### config.mk
export PLATFORM = sky130hd
export DESIGN_NAME = pf_readahead
export DESIGN_NICKNAME = d
export VERILOG_FILES = /design/src/rtl/pf_pkg.sv /design/src/rtl/pf_slot_array.sv /design/src/rtl/pf_issue_ctrl.sv /design/src/rtl/pf_readahead.sv
export SDC_FILE = /design/constraint.sdc
export NUM_CORES = 1
export LEC_CHECK = 0
export BUFFER_PORTS_ARGS = -buffer_cell sky130_fd_sc_hd__buf_4
export CAP_MARGIN = 20
export CORE_MARGIN = 4
export CORE_UTILIZATION = 24
export CTS_CLUSTER_SIZE = 24
export DETAILED_ROUTE_END_ITERATION = 8
export HOLD_SLACK_MARGIN = 0.02
export PLACE_DENSITY = 0.41
export SLEW_MARGIN = 20
export SYNTH_ARGS = -nofsm -noshare
export SYNTH_HDL_FRONTEND = slang
export SYNTH_SLANG_ARGS = --single-unit
export TNS_END_PERCENT = 1
### constraint.sdc
create_clock -name clk -period 4.5 [get_ports clk]
set_input_delay 0.675 -clock clk [delete_from_list [all_inputs] [get_ports clk]]
set_output_delay 0.675 -clock clk [all_outputs]
set_load 0.05 [all_outputs]
### src/rtl/pf_pkg.sv
package pf_pkg;

    localparam logic [3:0] CMD_MEM_READ  = 4'h6;
    localparam logic [3:0] CMD_READ_LINE = 4'hE;
    localparam logic [3:0] CMD_READ_MULT = 4'hC;

    typedef enum logic [1:0] {
        SLOT_EMPTY = 2'd0,
        SLOT_PEND  = 2'd1,
        SLOT_FULL  = 2'd2
    } slot_state_e;

    // true when this data phase is allowed to fetch speculatively
    function automatic logic wants_prefetch(input logic enable, input logic [3:0] cmd);
        return enable && (cmd == CMD_READ_LINE || cmd == CMD_READ_MULT);
    endfunction

endpackage

### src/rtl/pf_slot_array.sv
module pf_slot_array
    import pf_pkg::*;
#(
    parameter int ADDR_W     = 16,
    parameter int DATA_W     = 32,
    parameter int LINE_WORDS = 4,
    parameter int SLOTS      = 3,
    parameter int OFF_W      = 2,
    parameter int IDX_W      = 2
) (
    input  logic                         clk,
    input  logic                         rst,
    input  logic                         look_valid,
    input  logic [ADDR_W-1:0]            look_addr,
    input  logic                         flush,
    input  logic                         alloc,
    input  logic [IDX_W-1:0]             alloc_idx,
    input  logic [ADDR_W-1:0]            alloc_tag,
    input  logic                         alloc_single,
    input  logic                         fill_we,
    input  logic [IDX_W-1:0]             fill_idx,
    input  logic [LINE_WORDS*DATA_W-1:0] fill_data,
    output logic                         hit,
    output logic [DATA_W-1:0]            hit_data,
    output logic                         free_any,
    output logic [IDX_W-1:0]             free_idx
);

    localparam int LINE_BITS = LINE_WORDS * DATA_W;

    typedef struct packed {
        slot_state_e         st;
        logic                single;
        logic [ADDR_W-1:0]   tag;
    } slot_meta_t;

    logic [SLOTS-1:0]     match_v;
    logic [SLOTS-1:0]     empty_v;
    logic [SLOTS-1:0]     single_v;
    logic [LINE_BITS-1:0] line_v [SLOTS];
    logic [IDX_W-1:0]     hit_idx;
    logic                 last_word;

    assign last_word = (look_addr[OFF_W-1:0] == {OFF_W{1'b1}});

    for (genvar g = 0; g < SLOTS; g++) begin : g_slot
        slot_meta_t            meta_q;
        logic [LINE_BITS-1:0]  data_q;
        logic                  consume;

        assign consume = look_valid && match_v[g] && (hit_idx == IDX_W'(g))
                         && (meta_q.single || last_word);

        always_ff @(posedge clk) begin
            if (rst) begin
                meta_q <= '{st: SLOT_EMPTY, single: 1'b0, tag: '0};
                data_q <= '0;
            end else begin
                if (flush || consume) begin
                    meta_q.st <= SLOT_EMPTY;
                end
                if (fill_we && fill_idx == IDX_W'(g)) begin
                    meta_q.st <= SLOT_FULL;
                    data_q    <= fill_data;
                end
                if (alloc && alloc_idx == IDX_W'(g)) begin
                    meta_q.st     <= SLOT_PEND;
                    meta_q.single <= alloc_single;
                    meta_q.tag    <= alloc_tag;
                end
            end
        end

        assign match_v[g]  = (meta_q.st == SLOT_FULL) &&
                             (meta_q.single ? (meta_q.tag == look_addr)
                                            : (meta_q.tag[ADDR_W-1:OFF_W] == look_addr[ADDR_W-1:OFF_W]));
        assign empty_v[g]  = (meta_q.st == SLOT_EMPTY);
        assign single_v[g] = meta_q.single;
        assign line_v[g]   = data_q;
    end

    // lowest matching slot and lowest empty slot
    always_comb begin
        hit_idx  = '0;
        free_idx = '0;
        for (int i = SLOTS - 1; i >= 0; i--) begin
            if (match_v[i]) hit_idx = IDX_W'(i);
            if (empty_v[i]) free_idx = IDX_W'(i);
        end
    end

    assign hit      = look_valid && (|match_v);
    assign free_any = |empty_v;

    always_comb begin
        logic [OFF_W-1:0] lane;
        lane     = single_v[hit_idx] ? '0 : look_addr[OFF_W-1:0];
        hit_data = hit ? line_v[hit_idx][lane*DATA_W +: DATA_W] : '0;
    end

endmodule

### src/rtl/pf_issue_ctrl.sv
module pf_issue_ctrl
    import pf_pkg::*;
#(
    parameter int ADDR_W = 16,
    parameter int OFF_W  = 2,
    parameter int IDX_W  = 2
) (
    input  logic              clk,
    input  logic              rst,
    input  logic              ra_enable,
    input  logic [3:0]        pci_cmd,
    input  logic [ADDR_W-1:0] pci_addr,
    input  logic              dphase,
    input  logic              xact_end,
    input  logic              hit,
    input  logic              free_any,
    input  logic [IDX_W-1:0]  free_idx,
    input  logic              fill_valid,
    output logic              flush,
    output logic              alloc,
    output logic [IDX_W-1:0]  alloc_idx,
    output logic [ADDR_W-1:0] alloc_tag,
    output logic              alloc_single,
    output logic              fill_we,
    output logic [IDX_W-1:0]  fill_idx
);

    localparam int LINE_AW = ADDR_W - OFF_W;

    logic               inflight_q;
    logic               drop_q;
    logic               spec_q;
    logic [LINE_AW-1:0] next_line_q;
    logic [IDX_W-1:0]   pend_idx_q;

    logic spec_now;
    logic demand;
    logic prefetch;

    assign spec_now = wants_prefetch(ra_enable, pci_cmd);
    assign demand   = dphase && !hit && !inflight_q && !xact_end;
    assign prefetch = !demand && spec_q && ra_enable && !inflight_q && !xact_end && free_any;

    assign flush        = xact_end || demand;
    assign alloc        = demand || prefetch;
    assign alloc_idx    = demand ? '0 : free_idx;
    assign alloc_single = demand && !spec_now;

    always_comb begin
        if (!demand)
            alloc_tag = {next_line_q, {OFF_W{1'b0}}};
        else if (spec_now)
            alloc_tag = {pci_addr[ADDR_W-1:OFF_W], {OFF_W{1'b0}}};
        else
            alloc_tag = pci_addr;
    end

    assign fill_we  = fill_valid && inflight_q && !drop_q && !xact_end;
    assign fill_idx = pend_idx_q;

    always_ff @(posedge clk) begin
        if (rst) begin
            inflight_q  <= 1'b0;
            drop_q      <= 1'b0;
            spec_q      <= 1'b0;
            next_line_q <= '0;
            pend_idx_q  <= '0;
        end else begin
            if (fill_valid) begin
                inflight_q <= 1'b0;
                drop_q     <= 1'b0;
            end
            if (alloc) begin
                inflight_q <= 1'b1;
                pend_idx_q <= alloc_idx;
            end
            if (demand) begin
                spec_q <= spec_now;
                if (spec_now)
                    next_line_q <= pci_addr[ADDR_W-1:OFF_W] + 1'b1;
            end
            if (prefetch)
                next_line_q <= next_line_q + 1'b1;
            if (xact_end) begin
                spec_q <= 1'b0;
                if (inflight_q && !fill_valid)
                    drop_q <= 1'b1;
            end
        end
    end

endmodule

### src/rtl/pf_readahead.sv
module pf_readahead
    import pf_pkg::*;
#(
    parameter int ADDR_W     = 16,
    parameter int DATA_W     = 32,
    parameter int LINE_WORDS = 4,
    parameter int PF_AHEAD   = 2
) (
    input  logic                         clk,
    input  logic                         rst,
    input  logic                         ra_enable,
    input  logic [3:0]                   pci_cmd,
    input  logic [ADDR_W-1:0]            pci_addr,
    input  logic                         dphase,
    input  logic                         xact_end,
    output logic                         fetch_req,
    output logic [ADDR_W-1:0]            fetch_addr,
    output logic                         fetch_single,
    input  logic                         fill_valid,
    input  logic [LINE_WORDS*DATA_W-1:0] fill_data,
    output logic                         rd_hit,
    output logic [DATA_W-1:0]            rd_data
);

    localparam int OFF_W = $clog2(LINE_WORDS);
    localparam int SLOTS = PF_AHEAD + 1;
    localparam int IDX_W = (SLOTS > 1) ? $clog2(SLOTS) : 1;

    logic              flush;
    logic              alloc;
    logic [IDX_W-1:0]  alloc_idx;
    logic [ADDR_W-1:0] alloc_tag;
    logic              alloc_single;
    logic              fill_we;
    logic [IDX_W-1:0]  fill_idx;
    logic              free_any;
    logic [IDX_W-1:0]  free_idx;

    pf_issue_ctrl #(
        .ADDR_W (ADDR_W),
        .OFF_W  (OFF_W),
        .IDX_W  (IDX_W)
    ) u_ctrl (
        .clk          (clk),
        .rst          (rst),
        .ra_enable    (ra_enable),
        .pci_cmd      (pci_cmd),
        .pci_addr     (pci_addr),
        .dphase       (dphase),
        .xact_end     (xact_end),
        .hit          (rd_hit),
        .free_any     (free_any),
        .free_idx     (free_idx),
        .fill_valid   (fill_valid),
        .flush        (flush),
        .alloc        (alloc),
        .alloc_idx    (alloc_idx),
        .alloc_tag    (alloc_tag),
        .alloc_single (alloc_single),
        .fill_we      (fill_we),
        .fill_idx     (fill_idx)
    );

    pf_slot_array #(
        .ADDR_W     (ADDR_W),
        .DATA_W     (DATA_W),
        .LINE_WORDS (LINE_WORDS),
        .SLOTS      (SLOTS),
        .OFF_W      (OFF_W),
        .IDX_W      (IDX_W)
    ) u_slots (
        .clk          (clk),
        .rst          (rst),
        .look_valid   (dphase),
        .look_addr    (pci_addr),
        .flush        (flush),
        .alloc        (alloc),
        .alloc_idx    (alloc_idx),
        .alloc_tag    (alloc_tag),
        .alloc_single (alloc_single),
        .fill_we      (fill_we),
        .fill_idx     (fill_idx),
        .fill_data    (fill_data),
        .hit          (rd_hit),
        .hit_data     (rd_data),
        .free_any     (free_any),
        .free_idx     (free_idx)
    );

    assign fetch_req    = alloc;
    assign fetch_addr   = alloc_tag;
    assign fetch_single = alloc_single;

endmodule

==> metrics, run 1 <==
CTS tree=built; total DRC errors in the routed layout=0; biggest area consumer among synthesized cells=sky130_fd_sc_hd__dfxtp_1; I/O pin total=~200; cell area after layout=between 20000 and 30000 um2; HPWL reported at the end of detailed placement=around 60000 um; clk slew on worst S/H paths=about 0.060 ns; critical path data required time=roughly 3.8 ns; number of distinct library cells after synthesis=73; number of nets with antenna violations after detailed routing=0; part of the Yosys area used for sequential elements=0.423; post-synth net total=approximately 2900; run status=finished, violations left; grt total ovfl=0; die boundary height=between 300 and 400 um; Period Utilization, post-route=1.02; number of buffers inserted during clock tree synthesis=55; post-synthesis async set-or-reset flop share=0; element type at the critical path start=flop; gate count of the mapped netlist=2758; Sink Count=460; Die Span X=approximately 310 um; average wire length per cell after detail routing=21.2 um; Final min period=roughly 4.6 ns; area fraction in compound gates after synthesis=0.212; Final Max Tran Viols=0; data arrival at the endpoint of the critical path=3.89 ns; setup-violating endpoint count in the final report=22; number of rows created at floorplan=between 100 and 150; DRC marker count from the first detailed-route iteration=approximately 1500; Leakage=around 9.6 nW; insertion delay of the later-clocked pin in the worst-skew pair=0.62 ns; Total Wirelength=88700 um; Highest Clock Rate=219 MHz; layout cell share with drive strength beyond 1=0.208; number of warnings issued by yosys=0; mux contribution to synthesized area=0.0748; Primary FF master, synth=sky130_fd_sc_hd__dfxtp_1; main combinational cell family by area after synthesis=simple AND/OR/NAND/NOR gates; crit path kind=reg -> out; maximum clock path buffer count=3; setup tns final=-0.797 ns; simple-gate area share of the yosys netlist=0.218; type of destination of the critical path=primary output; Post-layout nets=3115; number of buffers inserted by port buffering=between 200 and 250; synthesized area=about 22000 um2; count of flip-flops with a built-in enable after synthesis=0; Min Hold Slack=0.270 ns; power per cell area=~340 nW/um2; Core Region=90000 um2; number of global-route vias before repair=19900; pin count of the biggest net entering global routing=approximately 120; starting density of the core=0.242; Final Hold Vio Count=0; Adder-Cell Fraction of Synth Area=0.000574; maximum clock skew at final layout=~0.032 ns; Avg Cell Area, Syn=between 7 and 8 um2; transition at the pin with the smallest max-transition slack=about 1.1 ns; detail-routed via count per cell=roughly 5; worst vdd ir=~0.34 mV; RSZ-0062 raised after global routing=true; cell at the root of the clock tree=sky130_fd_sc_hd__clkbuf_16; first-pass GRT wire length=about 130000 um; Area growth, synth to finish=29.0%; relative slew slack=0.300; placed inst area=~26000 um2; post-synthesis xor/xnor area fraction=0.0205; register bit total from synthesis=460; global router's overall resource usage=0.179; Placement Setup Slack=-0.0535 ns; number of maximum-capacitance constraint violations=0; maximum fanout along the worst path=7; slack of the critical path=-0.0696 ns; violations in the final reports=setup timing; top-area cell type share of the netlist area=0.423; vias after detailed routing=about 21000; final estimated routing congestion in global placement=0.846; CTS HTree Levels=2; first-pass iteration count of the detailed router=5; ranking of synthesized cells by area=sky130_fd_sc_hd__dfxtp_1 42%, sky130_fd_sc_hd__nand2_1 15%, sky130_fd_sc_hd__a21oi_1 10%; Die Outline Area=between 90000 and 100000 um2; number of antenna violations at the first check in global routing=12; class of the tightest hold or removal check=in -> reg
## cell usage after synthesis (3+ instances only)
cell	count
sky130_fd_sc_hd__nand2_1	866
sky130_fd_sc_hd__dfxtp_1	460
sky130_fd_sc_hd__a21oi_1	436
sky130_fd_sc_hd__clkbuf_1	189
sky130_fd_sc_hd__nor2_1	83
sky130_fd_sc_hd__a211oi_1	80
sky130_fd_sc_hd__and2_1	58
sky130_fd_sc_hd__mux2i_1	47
sky130_fd_sc_hd__o21ai_0	46
sky130_fd_sc_hd__a221oi_1	33
sky130_fd_sc_hd__mux4_2	32
sky130_fd_sc_hd__xor2_1	31
sky130_fd_sc_hd__a31o_1	28
sky130_fd_sc_hd__a211oi_2	27
sky130_fd_sc_hd__buf_2	26
sky130_fd_sc_hd__inv_1	26
sky130_fd_sc_hd__o211ai_1	25
sky130_fd_sc_hd__mux2_1	22
sky130_fd_sc_hd__xnor2_1	20
sky130_fd_sc_hd__nand4_1	19
sky130_fd_sc_hd__nor3_1	16
sky130_fd_sc_hd__nand3_1	14
sky130_fd_sc_hd__a31oi_1	12
sky130_fd_sc_hd__and3_1	12
sky130_fd_sc_hd__nor4_1	11
sky130_fd_sc_hd__o211ai_2	11
sky130_fd_sc_hd__and2_0	9
sky130_fd_sc_hd__buf_6	9
sky130_fd_sc_hd__mux2_4	9
sky130_fd_sc_hd__nand2b_1	9
sky130_fd_sc_hd__buf_1	8
sky130_fd_sc_hd__or3_1	6
sky130_fd_sc_hd__buf_4	5
sky130_fd_sc_hd__nand4b_1	5
sky130_fd_sc_hd__nor3b_1	5
sky130_fd_sc_hd__o2111ai_1	5
sky130_fd_sc_hd__o21a_1	5
sky130_fd_sc_hd__o22ai_1	4
sky130_fd_sc_hd__a31o_2	3
sky130_fd_sc_hd__and4_1	3
sky130_fd_sc_hd__mux2_2	3
sky130_fd_sc_hd__nor4_2	3
## layout make-up
type	count	area (um2)
fillers	9556	61900
multi-input cells	2035	11900
diodes	4	10.0
clock inverters	16	229
flip-flops and latches	460	9220
inverters	26	97.6
clock buffers	88	1690
repair buffers	382	3500
well taps	1176	1470
## cell families (layout without fill, tap and decap cells)
| family | Yosys count | after routing |
|---|---|---|
| multiplexers | 114 | 114 |
| adder cells (fa/ha/maj) | 1 | 1 |
| XOR/XNOR | 51 | 51 |
| buffers and inverters | 263 | 512 |
| flip-flops | 460 | 460 |
| AO/OA/AOI/OAI | 736 | 736 |
| AND/OR/NAND/NOR | 1133 | 1133 |
| other | 0 | 4 |
## metal layers
layer	vias to the layer above	routed length (um)	GRT usage
met5	-	90	0
met4	14	1660	0.0384
met3	110	6060	0.0393
met2	610	40800	0.293
met1	10100	40100	0.244
li1	9885	-	-
## sequential cells by signal (all words and copies together) (netlist names)
| signal | flops |
|---|---|
| u_ctrl.spec_q | 1 |
| u_slots.g_slot.data_q | 384 |
| u_slots.g_slot.meta_q | 57 |
| u_ctrl.fill_idx | 2 |
| u_ctrl.next_line_q | 14 |
| u_ctrl.drop_q | 1 |
| u_ctrl.inflight_q | 1 |
## where the power goes
part / internal, mW / switching, mW
sequential: 4.10 / 0.0236
clock: 2.86 / 1.88
combinational: 0.327 / 0.484
## metrics by stage
step                      power (mW)  cells  utilization
after floorplan                 4.56   2758            -
after global placement          4.97   4065        0.283
after detailed placement        4.98   4065        0.283
after CTS                       9.80   4181        0.310
after global routing            10.0   4184        0.312
final                           9.67   4187        0.312
## cells in the final DEF, fill, tap and decap left out, types with 33 or more instances in the layout
| master | netlist | final |
|---|---|---|
| sky130_fd_sc_hd__a211oi_1 | 80 | 76 |
| sky130_fd_sc_hd__a21oi_1 | 436 | 436 |
| sky130_fd_sc_hd__a221oi_1 | 33 | 33 |
| sky130_fd_sc_hd__and2_1 | 58 | 56 |
| sky130_fd_sc_hd__buf_12 | 0 | 33 |
| sky130_fd_sc_hd__buf_4 | 5 | 310 |
| sky130_fd_sc_hd__clkbuf_16 | 0 | 57 |
| sky130_fd_sc_hd__dfxtp_1 | 460 | 451 |
| sky130_fd_sc_hd__mux2i_1 | 47 | 47 |
| sky130_fd_sc_hd__nand2_1 | 866 | 864 |
| sky130_fd_sc_hd__nor2_1 | 83 | 82 |
## worst max-delay path, cell delays in order (launching register included)
cell	delay, ns
sky130_fd_sc_hd__dfxtp_2	0.33
sky130_fd_sc_hd__xor2_2	0.16
sky130_fd_sc_hd__nor4_2	0.32
sky130_fd_sc_hd__nand4_1	0.20
sky130_fd_sc_hd__buf_4	0.19
sky130_fd_sc_hd__a211oi_4	0.24
sky130_fd_sc_hd__mux2i_4	0.32
sky130_fd_sc_hd__a21o_4	0.26
sky130_fd_sc_hd__buf_12	0.16
sky130_fd_sc_hd__mux2_1	0.32
sky130_fd_sc_hd__o211ai_1	0.21
sky130_fd_sc_hd__buf_4	0.18
sky130_fd_sc_hd__a211oi_2	0.06
sky130_fd_sc_hd__buf_4	0.17
sky130_fd_sc_hd__buf_8	0.15
## repair_timing
item / in CTS / in global routing
hold buffers: 0 / 0
resized for setup: 81 / 45
setup buffers: 11 / 2
pin swaps: 24 / 29
endpoints found under the setup margin: 32 / 32
hold endpoints to repair: 0 / 0
gates cloned: 3 / 1
## path summary, 6_finish.rpt
check	cells past startpoint	start	to	slack (ns)
setup reg to reg	16	u_slots.g_slot[1].meta_q[7]$_SDFFE_PP0P_	u_ctrl.next_line_q[10]$_SDFFE_PP0P_	0.72
hold reg to reg	2	u_slots.g_slot[2].data_q[107]$_SDFFE_PP0P_	u_slots.g_slot[2].data_q[107]$_SDFFE_PP0P_	0.45
hold / removal	2	fill_valid	u_ctrl.drop_q$_SDFF_PP0_	0.27
setup / recovery	14	u_slots.g_slot[1].meta_q[7]$_SDFFE_PP0P_	rd_data[0]	-0.07
No activity file was read; power rests on OpenSTA's default activity.
==> run 2: changes to the inputs <==
- REMOVE_ABC_BUFFERS: not set -> 1
==> metrics, run 2 (synthesized netlist as in run 1, its figures left out) <==
run status=finished, violations left; violations in the final reports=setup timing; Sink Count=460 (unchanged); routed wl met3=4160 um (-31%); cell at the root of the clock tree=sky130_fd_sc_hd__clkbuf_16; number of buffers inserted during clock tree synthesis=57 (+3.6%); Highest Clock Rate=221 MHz (+1.0%); type of destination of the critical path=primary output; data arrival at the endpoint of the critical path=3.85 ns (-0.04 ns); element type at the critical path start=flop; global router's overall resource usage=0.166 (-0.0139); pin count of the biggest net entering global routing=130 (+13%); maximum clock path buffer count=3 (unchanged); length in cells of the worst reg-to-reg path=18 (+2); register-to-register path setup slack=0.80 ns (+0.08 ns); insertion delay of the later-clocked pin in the worst-skew pair=0.61 ns (about the same); commonest non-fill, non-tap cells in the layout=863 x sky130_fd_sc_hd__nand2_1, 455 x sky130_fd_sc_hd__dfxtp_1, 436 x sky130_fd_sc_hd__a21oi_1; worst vdd ir=0.265 mV (-21%); Final Max Tran Viols=0 (unchanged); Crit-path slowest cell=sky130_fd_sc_hd__dfxtp_4; number of buffers inserted by port buffering=203 (unchanged); critical path data required time=3.83 ns (about the same); Leakage=9.42 nW (-2.2%); RSZ-0062 raised after global routing=true; Total Wirelength=82800 um (-6.7%); clk slew on worst S/H paths=0.05 ns (about the same); Final min period=4.52 ns (-0.0466 ns); critical register-to-register path endpoint=u_ctrl.next_line_q[10]$_SDFFE_PP0P_; leading cell type in the layout, fill and taps excluded=sky130_fd_sc_hd__nand2_1; class of the tightest hold or removal check=in -> reg; number of fillers in the final layout=9540 (-0.17%); vias after detailed routing=20300 (-2.0%); power per cell area=341 nW/um2 (-0.78%); number of antenna violations at the first check in global routing=6 (-6); CTS tree=built; Final Hold Vio Count=0 (unchanged); detail-routed via count per cell=4.91 (-0.87%); highest signal layer in the routed design=met5; number of instances on the worst hold path=2 (unchanged); Die Outline Area=95700 um2 (unchanged); launch point of the critical path=u_slots.g_slot[1].meta_q[2]$_SDFFE_PP0P_; setup-violating endpoint count in the final report=2 (-91%); Metal-1 WL=36900 um (-8.0%); slack of the critical path=-0.0229 ns (+0.0466 ns); average wire length per cell after detail routing=20.0 um (-5.6%); maximum fanout along the worst path=6 (-1); first-pass iteration count of the detailed router=5 (unchanged); layout cell share with drive strength beyond 1=0.197 (-0.0103); first-pass GRT wire length=124000 um (-5.3%); final estimated routing congestion in global placement=0.797 (-5.8%); min-delay src=fill_valid; area occupied by multi-input gates=11900 um2 (about the same); number of global-route vias before repair=20400 (+2.7%); die boundary height=309 um (unchanged); DP Cell Count=4014 (-1.3%); total DRC errors in the routed layout=0 (unchanged); register area=9220 um2 (unchanged); critical path's largest stage delay=0.36 ns (+0.03 ns); Core Region=90000 um2 (unchanged); number of nets with antenna violations after detailed routing=0 (unchanged); register containing the most flip-flops in the final layout=u_slots.g_slot.data_q; number of flip-flops in the largest register=384 (unchanged); hold worst-path end=u_ctrl.drop_q$_SDFF_PP0_; I/O pin total=205 (unchanged); Area growth, synth to finish=27.1%; Post-layout nets=3073 (-1.3%); CTS HTree Levels=2 (unchanged); relative slew slack=0.384 (+0.0842); number of maximum-capacitance constraint violations=0 (unchanged); registers with the highest flip-flop counts=u_slots.g_slot.data_q: 384 flops, u_slots.g_slot.meta_q: 57 flops, u_ctrl.next_line_q: 14 flops; starting density of the core=0.242 (unchanged); Placement Setup Slack=-0.147 ns (-0.0938 ns); crit path kind=reg -> out; transition at the pin with the smallest max-transition slack=0.924 ns (-0.126 ns); cell repeated most along the worst path=sky130_fd_sc_hd__buf_4; DRC marker count from the first detailed-route iteration=1494 (-1.5%); HPWL reported at the end of detailed placement=52100 um (-14%); grt total ovfl=0 (unchanged); Worst R2R Start=u_slots.g_slot[1].meta_q[2]$_SDFFE_PP0P_; Die Span X=309 um (unchanged); number of rows created at floorplan=110 (unchanged); routed wl met2=40400 um (-1.1%); maximum clock skew at final layout=0.0196 ns (-0.0126 ns); Period Utilization, post-route=1.01 (-0.0104); critical path, cell by cell=xor2_4 -> nor4_4 -> nand4_1 -> buf_4 -> a211oi_4 -> mux2i_4 -> a21o_4 -> buf_4 -> buf_12 -> clkbuf_16 -> mux2_4 -> o211ai_2 -> a211oi_2 -> buf_4 -> buf_6; Post-Layout Cell Count=4141 (-1.1%)
## run 2: final cells by class
cell class,instances,share of cell area
Clock inverter,15,0.00452
Timing Repair Buffer,338,0.115
Inverter,26,0.00352
Tap cell,1176,0.0531
Antenna cell,4,0.000361
Sequential cell,460,0.333
Multi-Input combinational cell,2035,0.429
Clock buffer,87,0.0617
## run 2: critical path, delay by kind of cell (launching register included)
| family | cells | cell delay [ns] |
|---|---|---|
| AO/OA/AOI/OAI | 4 | 0.71 |
| XOR/XNOR | 1 | 0.17 |
| buffers and inverters | 6 | 0.87 |
| flip-flops | 1 | 0.36 |
| multiplexers | 2 | 0.66 |
| AND/OR/NAND/NOR | 2 | 0.47 |
## run 2: per-layer routing
layer / track usage / vias up
met5: 0 / -
met4: 0.0367 / 4
met3: 0.0261 / 99
met2: 0.287 / 516
met1: 0.217 / 9910
li1: - / 9790
## run 2: worst max-delay path by stage
stage | to | slack, ns | depth (start not counted)
floorplan | rd_data[0] | -3.33 | 9
global placement | rd_data[22] | -0.10 | 14
detailed placement | rd_data[27] | -0.15 | 14
CTS | rd_data[26] | -0.12 | 13
global route | rd_data[24] | -0.19 | 15
finish | rd_data[24] | -0.02 | 15
## run 2: through the flow
step / area (um2) / power [mW] / util / hold slack (ns) / setup TNS, ns
2_1_floorplan: 20800 / 4.46 / - / 0.426 / -495.81
3_3_place_gp: 25000 / 4.93 / 0.278 / 0.437 / -1.74
3_5_place_dp: 25000 / 4.93 / 0.278 / 0.444 / -2.61
4_1_cts: 27300 / 9.54 / 0.303 / 0.214 / -2.25
5_1_grt: 27700 / 9.80 / 0.308 / 0.236 / -4.25
6_report: 27700 / 9.45 / 0.308 / 0.268 / -0.0272
## run 2: where the power goes
part	leakage, nW	internal (mW)	total, mW	switching (mW)
combinational	4.79	0.321	0.800	0.479
clock	0.912	2.66	4.53	1.87
sequential	3.71	4.10	4.13	0.0262
total	9.42	7.08	9.45	2.37
## run 2: repair_timing
action                     in CTS  in global routing
setup endpoints to repair      32                 32
gates cloned                    3                  7
pin swaps                      28                 35
hold buffers                    0                  0
gates resized for setup        60                 47
buffers inserted                8                  6
